==> src/rtl/fmeg_pkg.sv <==
// Shared types and constants for the operator envelope generator.
// Assumes a 32-bit rate word: shift in the top byte, eight 3-bit codes below.
package fmeg_pkg;
    localparam int RATE_W    = 32;
    localparam int SHIFT_W   = 8;
    localparam int CODE_W    = 3;
    localparam int NUM_CODES = 8;
    localparam int INC_W     = (1 << CODE_W) - 1;

    typedef enum logic [2:0] {
        PH_OFF = 3'd0,
        PH_REL = 3'd1,
        PH_SUS = 3'd2,
        PH_DEC = 3'd3,
        PH_ATT = 3'd4
    } phase_t;
endpackage

==> src/rtl/fmeg_rate_pick.sv <==
// Chooses the rate word for the active phase. Decides whether the incremented
// counter value opens an update, and decodes the step increment.
// Assumes cnt_i is the counter value after this tick's increment.
module fmeg_rate_pick
    import fmeg_pkg::*;
#(
    parameter int CNT_W = 16
) (
    input  phase_t              phase_i,
    input  logic [RATE_W-1:0]   rate_rel_i,
    input  logic [RATE_W-1:0]   rate_sus_i,
    input  logic [RATE_W-1:0]   rate_dec_i,
    input  logic [RATE_W-1:0]   rate_att_i,
    input  logic [CNT_W-1:0]    cnt_i,
    output logic                gate_o,
    output logic [INC_W-1:0]    inc_o
);
    logic [RATE_W-1:0]  word;
    logic [SHIFT_W-1:0] shamt;
    logic [CODE_W-1:0]  codes [NUM_CODES];
    logic [CNT_W-1:0]   low_mask;
    logic [2:0]         idx;

    // Select the rate word that belongs to the current phase.
    always_comb begin
        case (phase_i)
            PH_REL:  word = rate_rel_i;
            PH_SUS:  word = rate_sus_i;
            PH_DEC:  word = rate_dec_i;
            default: word = rate_att_i;
        endcase
    end

    assign shamt = word[RATE_W-1 -: SHIFT_W];

    for (genvar k = 0; k < NUM_CODES; k++) begin : g_code
        assign codes[k] = word[k*CODE_W +: CODE_W];
    end

    // An update is enabled when the low shamt bits of the counter are zero.
    assign low_mask = ~({CNT_W{1'b1}} << shamt);
    assign gate_o   = (cnt_i & low_mask) == '0;
    assign idx      = 3'(cnt_i >> shamt);
    assign inc_o    = INC_W'(((INC_W+1)'(1) << codes[idx]) >> 1);
endmodule

==> src/rtl/fmeg_next.sv <==
// Combinational next-state step for one enabled envelope update.
// Assumes the caller applies the result only for an enabled tick in an active phase.
module fmeg_next
    import fmeg_pkg::*;
#(
    parameter int ENV_W = 10
) (
    input  phase_t              phase_i,
    input  logic [ENV_W-1:0]    env_i,
    input  logic [ENV_W-1:0]    sus_lvl_i,
    input  logic [INC_W-1:0]    inc_i,
    output phase_t              phase_o,
    output logic [ENV_W-1:0]    env_o
);
    localparam int AW = ENV_W + INC_W + 2;
    localparam logic [ENV_W:0] ENV_MAX = (ENV_W+1)'((1 << ENV_W) - 1);

    logic signed [AW-1:0] env_s, inv_s, prod_s, sum_s;
    logic [ENV_W:0]       wide, sat;

    assign env_s  = $signed(AW'(env_i));
    assign inv_s  = ~env_s;
    assign prod_s = inv_s * $signed(AW'(inc_i));
    assign sum_s  = env_s + (prod_s >>> 4);
    assign wide   = {1'b0, env_i} + (ENV_W+1)'(inc_i);
    assign sat    = (wide >= ENV_MAX) ? ENV_MAX : wide;

    // Apply the rule of the current phase.
    always_comb begin
        phase_o = phase_i;
        env_o   = env_i;
        case (phase_i)
            PH_ATT: begin
                if (sum_s <= 0) begin
                    env_o   = '0;
                    phase_o = PH_DEC;
                end else begin
                    env_o   = ENV_W'(sum_s);
                end
            end
            PH_DEC: begin
                env_o = ENV_W'(sat);
                if (wide >= {1'b0, sus_lvl_i}) phase_o = PH_SUS;
            end
            PH_SUS: env_o = ENV_W'(sat);
            PH_REL: begin
                env_o = ENV_W'(sat);
                if (wide >= ENV_MAX) phase_o = PH_OFF;
            end
            default: ;
        endcase
    end
endmodule

==> src/rtl/fm_env_gen.sv <==
// Envelope generator for one FM operator: phase register, envelope register and
// the shared step counter. Assumes key pulses last one cycle and that all rate
// and level inputs may change in any cycle.
module fm_env_gen
    import fmeg_pkg::*;
#(
    parameter int ENV_W = 10,
    parameter int TL_W  = 7,
    parameter int TL_SH = 3,
    parameter int CNT_W = 16,
    parameter int ATN_W = ((TL_W + TL_SH) > ENV_W ? (TL_W + TL_SH) : ENV_W) + 1
) (
    input  logic              clk,
    input  logic              rst_n,
    input  logic              tick,
    input  logic              key_on,
    input  logic              key_off,
    input  logic [31:0]       rate_rel,
    input  logic [31:0]       rate_sus,
    input  logic [31:0]       rate_dec,
    input  logic [31:0]       rate_att,
    input  logic [ENV_W-1:0]  sus_lvl,
    input  logic [TL_W-1:0]   tot_lvl,
    output logic [2:0]        phase,
    output logic [ENV_W-1:0]  env,
    output logic [ATN_W-1:0]  atten
);
    localparam logic [ENV_W-1:0] ENV_MAX = {ENV_W{1'b1}};

    phase_t             phase_q, phase_nx;
    logic [ENV_W-1:0]   env_q, env_nx;
    logic [CNT_W-1:0]   cnt_q, cnt_nx;
    logic               gate;
    logic [INC_W-1:0]   inc;

    assign cnt_nx = cnt_q + 1'b1;

    fmeg_rate_pick #(.CNT_W(CNT_W)) u_pick (
        .phase_i    (phase_q),
        .rate_rel_i (rate_rel),
        .rate_sus_i (rate_sus),
        .rate_dec_i (rate_dec),
        .rate_att_i (rate_att),
        .cnt_i      (cnt_nx),
        .gate_o     (gate),
        .inc_o      (inc)
    );

    fmeg_next #(.ENV_W(ENV_W)) u_next (
        .phase_i   (phase_q),
        .env_i     (env_q),
        .sus_lvl_i (sus_lvl),
        .inc_i     (inc),
        .phase_o   (phase_nx),
        .env_o     (env_nx)
    );

    // Step counter: advances on every tick.
    always_ff @(posedge clk) begin
        if (!rst_n)    cnt_q <= '0;
        else if (tick) cnt_q <= cnt_nx;
    end

    // Phase and envelope: key pulses first, then enabled tick updates.
    always_ff @(posedge clk) begin
        if (!rst_n) begin
            phase_q <= PH_OFF;
            env_q   <= ENV_MAX;
        end else if (key_on) begin
            phase_q <= PH_ATT;
        end else if (key_off && phase_q != PH_OFF) begin
            phase_q <= PH_REL;
        end else if (tick && gate && phase_q != PH_OFF) begin
            phase_q <= phase_nx;
            env_q   <= env_nx;
        end
    end

    assign phase = phase_q;
    assign env   = env_q;
    assign atten = (ATN_W'(tot_lvl) << TL_SH) + ATN_W'(env_q);
endmodule

==> config.mk <==
export PLATFORM = sky130hd
export DESIGN_NAME = fm_env_gen
export DESIGN_NICKNAME = d
export VERILOG_FILES = /design/src/rtl/fmeg_pkg.sv /design/src/rtl/fmeg_rate_pick.sv /design/src/rtl/fmeg_next.sv /design/src/rtl/fm_env_gen.sv
export SDC_FILE = /design/constraint.sdc
export NUM_CORES = 1
export LEC_CHECK = 0
export BUFFER_PORTS_ARGS = -buffer_cell sky130_fd_sc_hd__buf_2
export CAP_MARGIN = 20
export CORE_ASPECT_RATIO = 0.6
export CORE_MARGIN = 10
export CORE_UTILIZATION = 52
export CTS_CLUSTER_DIAMETER = 120
export CTS_CLUSTER_SIZE = 30
export DETAILED_ROUTE_END_ITERATION = 16
export GPL_ROUTABILITY_DRIVEN = 0
export PLACE_DENSITY = 0.77
export SYNTH_ARGS = -nofsm -noshare
export SYNTH_HDL_FRONTEND = slang
export SYNTH_HIERARCHICAL = 1
export SYNTH_SLANG_ARGS = --single-unit
==> constraint.sdc <==
create_clock -name clk -period 8.9 [get_ports clk]
set_input_delay 0.445 -clock clk [delete_from_list [all_inputs] [get_ports clk]]
set_output_delay 0.445 -clock clk [all_outputs]
set_load 0.02 [all_outputs]
# [Word level (Yosys, flattened, before mapping)]
# Cells that the tools add are included.
[totals] inputBits=150 wordCells=69 ff_bits=29 output_inout_bits=24
[op_classes] muxes=14 n_reduce_logical=18 add_sub_neg=4 eq_ne=13 magnitude_cmp=4 mul=1 n_shift=3 n_bitwise=7
[ops] op="32-bit case mux with 3 select lines" count=1
[ops] op="3-bit 2-to-1 mux" count=8
[ops] op="10-bit 2-to-1 mux" count=2
[ops] op="10-bit case mux with 2 select lines" count=1
[ops] op="19-bit by 8-bit multiplier with 19-bit output" count=1
[ops] op="10-bit inverter with 19-bit output" count=1
[ops] op="11-bit by 15-bit adder with 16-bit output" count=1
[ops] op="16-bit by 1-bit adder with 16-bit output (second input constant)" count=1
[ops] op="16-bit bitwise AND" count=1
[ops] op="16-bit by 1-bit <= comparator with 1-bit output (second input constant)" count=1
[ops] op="16-bit zero test" count=1
[ops] op="16-bit inverter" count=1
[ops] op="16-bit by 8-bit left shift with 16-bit output (first input constant)" count=1
[ops] op="16-bit by 8-bit right shift with 3-bit output" count=1
[ops] op="5-bit AND reduction" count=3
[ops] op="4-bit by 3-bit != test with 1-bit output (second input constant)" count=3
[ops] op="10-bit by 10-bit adder with 11-bit output" count=1
[ops] op="10-bit by 7-bit adder with 11-bit output" count=1
[ops] op="11-bit by 10-bit greater-or-equal comparator with 1-bit output" count=1
[ops] op="11-bit by 10-bit greater-or-equal comparator with 1-bit output (second input constant)" count=1
[ops] op="3-bit binary-select mux with 3-bit select" count=1
[ops] op="3-bit by 2-bit != test with 1-bit output (second input constant)" count=3
[ops] op="3-bit case mux with 3 select lines" count=1
[ops] op="3-bit nonzero test" count=3
[ops] op="15 further kinds" count=24

# [Logic depth before layout (Yosys ltp)]
[logic_depth] ltp_word=16 mapped_depth=44 mapped_depth_nobuf=42

# [Hierarchy]
# The synthesis kept the hierarchy.
[modules_own_cells] module="fmeg_next" n_inst=1 seq_area_each_um2=0.0 area_per_inst_um2=4379.2 cells_per_inst=557
[modules_own_cells] module="fmeg_rate_pick" n_inst=1 seq_area_each_um2=0.0 area_per_inst_um2=2124.5 cells_per_inst=309
[modules_own_cells] module="fm_env_gen" n_inst=1 seq_area_each_um2=580.6 area_per_inst_um2=1820.5 cells_per_inst=222

# [Worst setup path after synthesis]
# OpenSTA, ideal clock, no wires.
[synth_path] path_kind="register to register" startpoint="register phase_q[1], in the netlist phase[1]" endpoint="register phase_q[2], in the netlist phase[2]" path_buffers=2 synth_period_minus_slack_ns=9.857 setup_ns=0.115 setup_slack_ns=-0.957 t_arrival_ns=9.742 path_stages_with_launch=41 required_ns=8.785 path_cell_list="dfxtp_1 or4b_1 a222oi_1 o21bai_2 nand3b_4 or4_4 and2_4 buf_6 nand2_4 buf_6 mux2_2 o221ai_1 nand4b_2 nor3_1 nand2_1 fa_1 inv_1 fa_1 [... 5 more ...] nand2_1 nand2_1 o21ai_0 nand2_1 xnor2_1 ha_1 a2111oi_2 o21ai_1 a31o_1 a21oi_2 xnor2_1 or4_1 a31oi_1 a211oi_1 o21a_1 mux2i_1 nor3_1 o21a_1"
[synth_via] elab_chain_cells=13 word_cells_on_any_way=35 classes_between="2 x add/sub; 1 x mul; 3 x order compare; 7 x eq/ne; 3 x shift; 8 x mux; 3 x bitwise; 8 x reduce/logical"
[synth_rtl] item="start, declared" line_no="fm_env_gen.sv:30" source="phase_t phase_q, phase_nx;"
[synth_rtl] item="start signal, assigned" line_no="fm_env_gen.sv:74" source="phase_q <= phase_nx;"
[synth_rtl] item="3-bit by 2-bit == test with 1-bit output / 3-bit by 1-bit == test with 1-bit output (equally long branches)" line_no="fmeg_rate_pick.sv:26" source="case (phase_i)"
[synth_rtl] item="32-bit case mux with 3 select lines *" line_no="fmeg_rate_pick.sv:26"
[synth_rtl] item="16-bit by 8-bit right shift with 3-bit output" line_no="fmeg_rate_pick.sv:43" source="assign idx = 3'(cnt_i >> shamt);"
[synth_rtl] item="3-bit inverter with 4-bit output (not written as such)" line_no="fmeg_rate_pick.sv:44" source="assign inc_o = INC_W'(((INC_W+1)'(1) << codes[idx]) >> 1);"
[synth_rtl] item="3-bit binary-select mux with 3-bit select *" line_no="fmeg_rate_pick.sv:44"
[synth_rtl] item="3-bit 2-to-1 mux (not written as such) * (2 in series)" line_no="fmeg_rate_pick.sv:44"
[synth_rtl] item="1-bit by 3-bit left shift with 8-bit output *" line_no="fmeg_rate_pick.sv:44"
[synth_rtl] item="via inc[2]" line_no="fm_env_gen.sv:34" source="logic [INC_W-1:0] inc;"
[synth_rtl] item="19-bit by 8-bit multiplier with 19-bit output" line_no="fmeg_next.sv:23" source="assign prod_s = inv_s * $signed(AW'(inc_i));"
[synth_rtl] item="11-bit by 15-bit adder with 16-bit output" line_no="fmeg_next.sv:24" source="assign sum_s = env_s + (prod_s >>> 4);"
[synth_rtl] item="16-bit by 1-bit <= comparator with 1-bit output" line_no="fmeg_next.sv:34" source="if (sum_s <= 0) begin"
[synth_rtl] item="4-bit by 3-bit != test with 1-bit output (no line)"
[synth_rtl] item="5-bit AND reduction (no line) *"
# Mark *: on every way through the listed nets, which the timed path passes. The rest lies on a longest branch. The select of a mux whose other input is x is not followed.
# A chain may end at the register's enable or synchronous reset.

# [Worst setup path in the final report]
[layout_path] startpoint="register phase_q[1], in the netlist phase[1]" endpoint="register phase_q[1], in the netlist phase[1]"
[layout_via] elab_chain_cells=13 word_cells_on_any_way=32 classes_between="2 x add/sub; 1 x mul; 3 x order compare; 7 x eq/ne; 3 x shift; 5 x mux; 3 x bitwise; 8 x reduce/logical"
[layout_rtl] item="3-bit by 2-bit == test with 1-bit output / 3-bit by 1-bit == test with 1-bit output (equally long branches)" line_no="fmeg_rate_pick.sv:26"
[layout_rtl] item="32-bit case mux with 3 select lines *" line_no="fmeg_rate_pick.sv:26"
[layout_rtl] item="16-bit by 8-bit right shift with 3-bit output" line_no="fmeg_rate_pick.sv:43"
[layout_rtl] item="3-bit inverter with 4-bit output (not written as such)" line_no="fmeg_rate_pick.sv:44"
[layout_rtl] item="3-bit binary-select mux with 3-bit select *" line_no="fmeg_rate_pick.sv:44"
[layout_rtl] item="3-bit 2-to-1 mux (not written as such) * (2 in series)" line_no="fmeg_rate_pick.sv:44"
[layout_rtl] item="1-bit by 3-bit left shift with 8-bit output *" line_no="fmeg_rate_pick.sv:44"
[layout_rtl] item="via inc[2]" line_no="fm_env_gen.sv:34"
[layout_rtl] item="19-bit by 8-bit multiplier with 19-bit output" line_no="fmeg_next.sv:23"
[layout_rtl] item="11-bit by 15-bit adder with 16-bit output" line_no="fmeg_next.sv:24"
[layout_rtl] item="16-bit by 1-bit <= comparator with 1-bit output" line_no="fmeg_next.sv:34"
[layout_rtl] item="2-bit by 1-bit != test with 1-bit output (no line)"
[layout_rtl] item="5-bit AND reduction (no line) *"
# Marked as above.

==> flow_summary.ini <==
[drt]
viasPerCell = 6.04
ant_nets = 0
wl_per_cell_um = 20.0
dr_total_vias = 9899
drc = 0
drtPass1Iterations = 6
drt_iter0_drc = 1286
wirelength_um = 32800

[timing]
finClkSkew_ns = 0.00719
finalSetupViolations = 13
tightest_slew_ns = 1.07
clock.fmax_ghz = 0.104
rsz0062_at_grt = true
fin_ws_ns = -0.686
period_minus_slack_ns = 9.59
hold_viol = 0
final_max_slew_viol_count = 0
whs_ns = 0.455
fin_crit_sh_pct = 108
relSlewSlack_pct = 27.9

[floorplan]
core_region_area_um2 = 15500
initial_core_util_pct = 53.7
io-pin-count = 174
die_y_um = 118
rows = 35
die_area_um2 = 21600
fp.dieW_um = 183

[run_status]
violations = setup timing
status = complete, but fails checks

[cells_and_area]
drive_gt1_share_pct = 38.7
seq_area_um2 = 602
antennaDiodeCount = 0
syn_to_final_growth_pct = 42.0
multi_input_area_um2 = 7750
nFillCells = 1044
fin_util_pct = 76.2
final_cells = 1638
nNetsFinal = 1725

[worst_setup_path]
crit_fanout = 6
reg2reg_slack_ns = -0.69
endpoint_kind = flip-flop
critPathArrivalTime_ns = 9.74
critPathTopFamily = compound AO/OA/AOI/OAI gates
slowest_delay_ns = 0.56
critical_path_class = reg2reg
path_common_cell = buf_4
slowest_stage = fa_1
cp.required_ns = 9.05
startpoint_type = flip-flop
critPathBufInv = 9

[placed_design]
dp_cells = 1600
port_buffers = 173
dp_slack_ns = -0.661
hpwl_um = 24700

[synthesis]
synth_common_cells = 122 x inv_1, 101 x nor2_1, 98 x nand2_1
ys_seq_area_share_pct = 6.97
ys_ff_latch = 29
synth_area_um2 = 8320
async_flop_share_pct = 0
synth_top_area_share_pct = 15.4
synth.area.top_cells = fa_1 15%, ha_1 12%, dfxtp_1 7.0%
syn_avg_cell_area_um2 = 7.65
synthDistinctLibCells = 100
synth_top_cell_by_area = fa_1
yosys_warnings = 6
syn_inst = 1088
synth_fp_nets = 1379
synth-edff-count = 0
ys.flop_type = dfxtp_1
yosysMostFrequentCell = inv_1

[cts]
ctsHoldBuffers = 0
clock-sinks = 29
cts_max_path_buffers = 2
root_buffer = clkbuf_16
htreeDepth = 2
clkLatencyLatePin_ns = 0.28
cts_tree = yes
clk_pin_slew_worst_paths_ns = 0.06
numCtsBuffers = 5

[global_route]
grt_first_pass_wirelength_um = 47900
grt_start_max_net_pins = 32
grt_pass1_vias = 9539
grt-ovfl-total = 0
grt_antenna_before_repair = 0
track_usage_pct = 26.4

[power_and_ir_drop]
p_per_area_nw_per_um2 = 101
peakVddDrop_uv = 92.0
total_leakage_power_nw = 5.74

[worst_hold_path]
min_path_type = in2reg

[run]
maxCapViolations = 0
[cell families (layout without fill, tap and decap cells)]
logic type	Yosys count	after routing	synth area share, %
adder cells (fa/ha/maj)	142	142	27.1
AND/OR/NAND/NOR	363	363	22.5
AO/OA/AOI/OAI	260	260	21.6
XOR/XNOR	65	65	6.84
multiplexers	50	50	6.12
flip-flops	29	29	6.97
buffers and inverters	179	526	8.90
[layout by cell type (no fill, tap or decap), drive strengths merged, types with 13 or more instances in the layout]
cell,count
xnor2,41
mux2i,43
nand2,99
nor3,26
buf,391
inv,124
a21oi,62
o21a,13
nor2,101
o21ai,52
nand2b,19
ha,77
xor2,24
nand3,27
fa,64
and3,15
dfxtp,29
a211oi,17
and2,14
[what timing repair did]
item | in CTS | in global routing
buffers inserted | 11 | 19
pin swaps | 25 | 58
gates resized for setup | 61 | 74
setup endpoints to repair | 13 | 13
[metal layers]
metal,routed length (um),vias to the layer above,global-route usage (%)
met4,895,0,5.25
met5,0,-,0
met1,13700,4572,36.6
met2,14000,736,39.2
li1,-,4488,-
met3,4230,103,8.05
[final cells by class]
type | instances | area share, %
Timing Repair Buffer | 391 | 21.9
Clock inverter | 3 | 0.148
Inverter | 127 | 4.06
Sequential cell | 29 | 5.09
Tap cell | 203 | 2.15
Multi-Input combinational cell | 880 | 65.6
Clock buffer | 5 | 1.06
[path summary, 6_finish.rpt]
path / startpoint / end / cells after the start
max: phase[1] / phase[1] / 41
min: key_on / phase[2] / 2
max reg2reg: phase[1] / phase[1] / 41
min reg2reg: cnt_q[15] / cnt_q[15] / 2
[registers in the layout, summed over array words and instances (netlist names)]
register / cells
cnt_q: 16
env: 10
phase: 3
[per-stage QoR]
step                      total power [mW]  cell area [um^2]  setup TNS [ns]
after global placement               0.901             10800           -3.49
after floorplan                      0.633              8500           -1.21
final                                 1.20             11800           -6.84
after detailed placement             0.923             10800           -7.11
after CTS                             1.13             11300           -1.03
after global routing                  1.27             11800          -10.28
[where the power goes]
| group | internal (mW) | leakage, nW | switching (mW) |
|---|---|---|---|
| Clock | 0.102 | 0.0696 | 0.0658 |
| Combinational | 0.405 | 5.43 | 0.487 |
| Sequential | 0.132 | 0.241 | 0.00445 |
No activity file was read; power rests on OpenSTA's default activity.
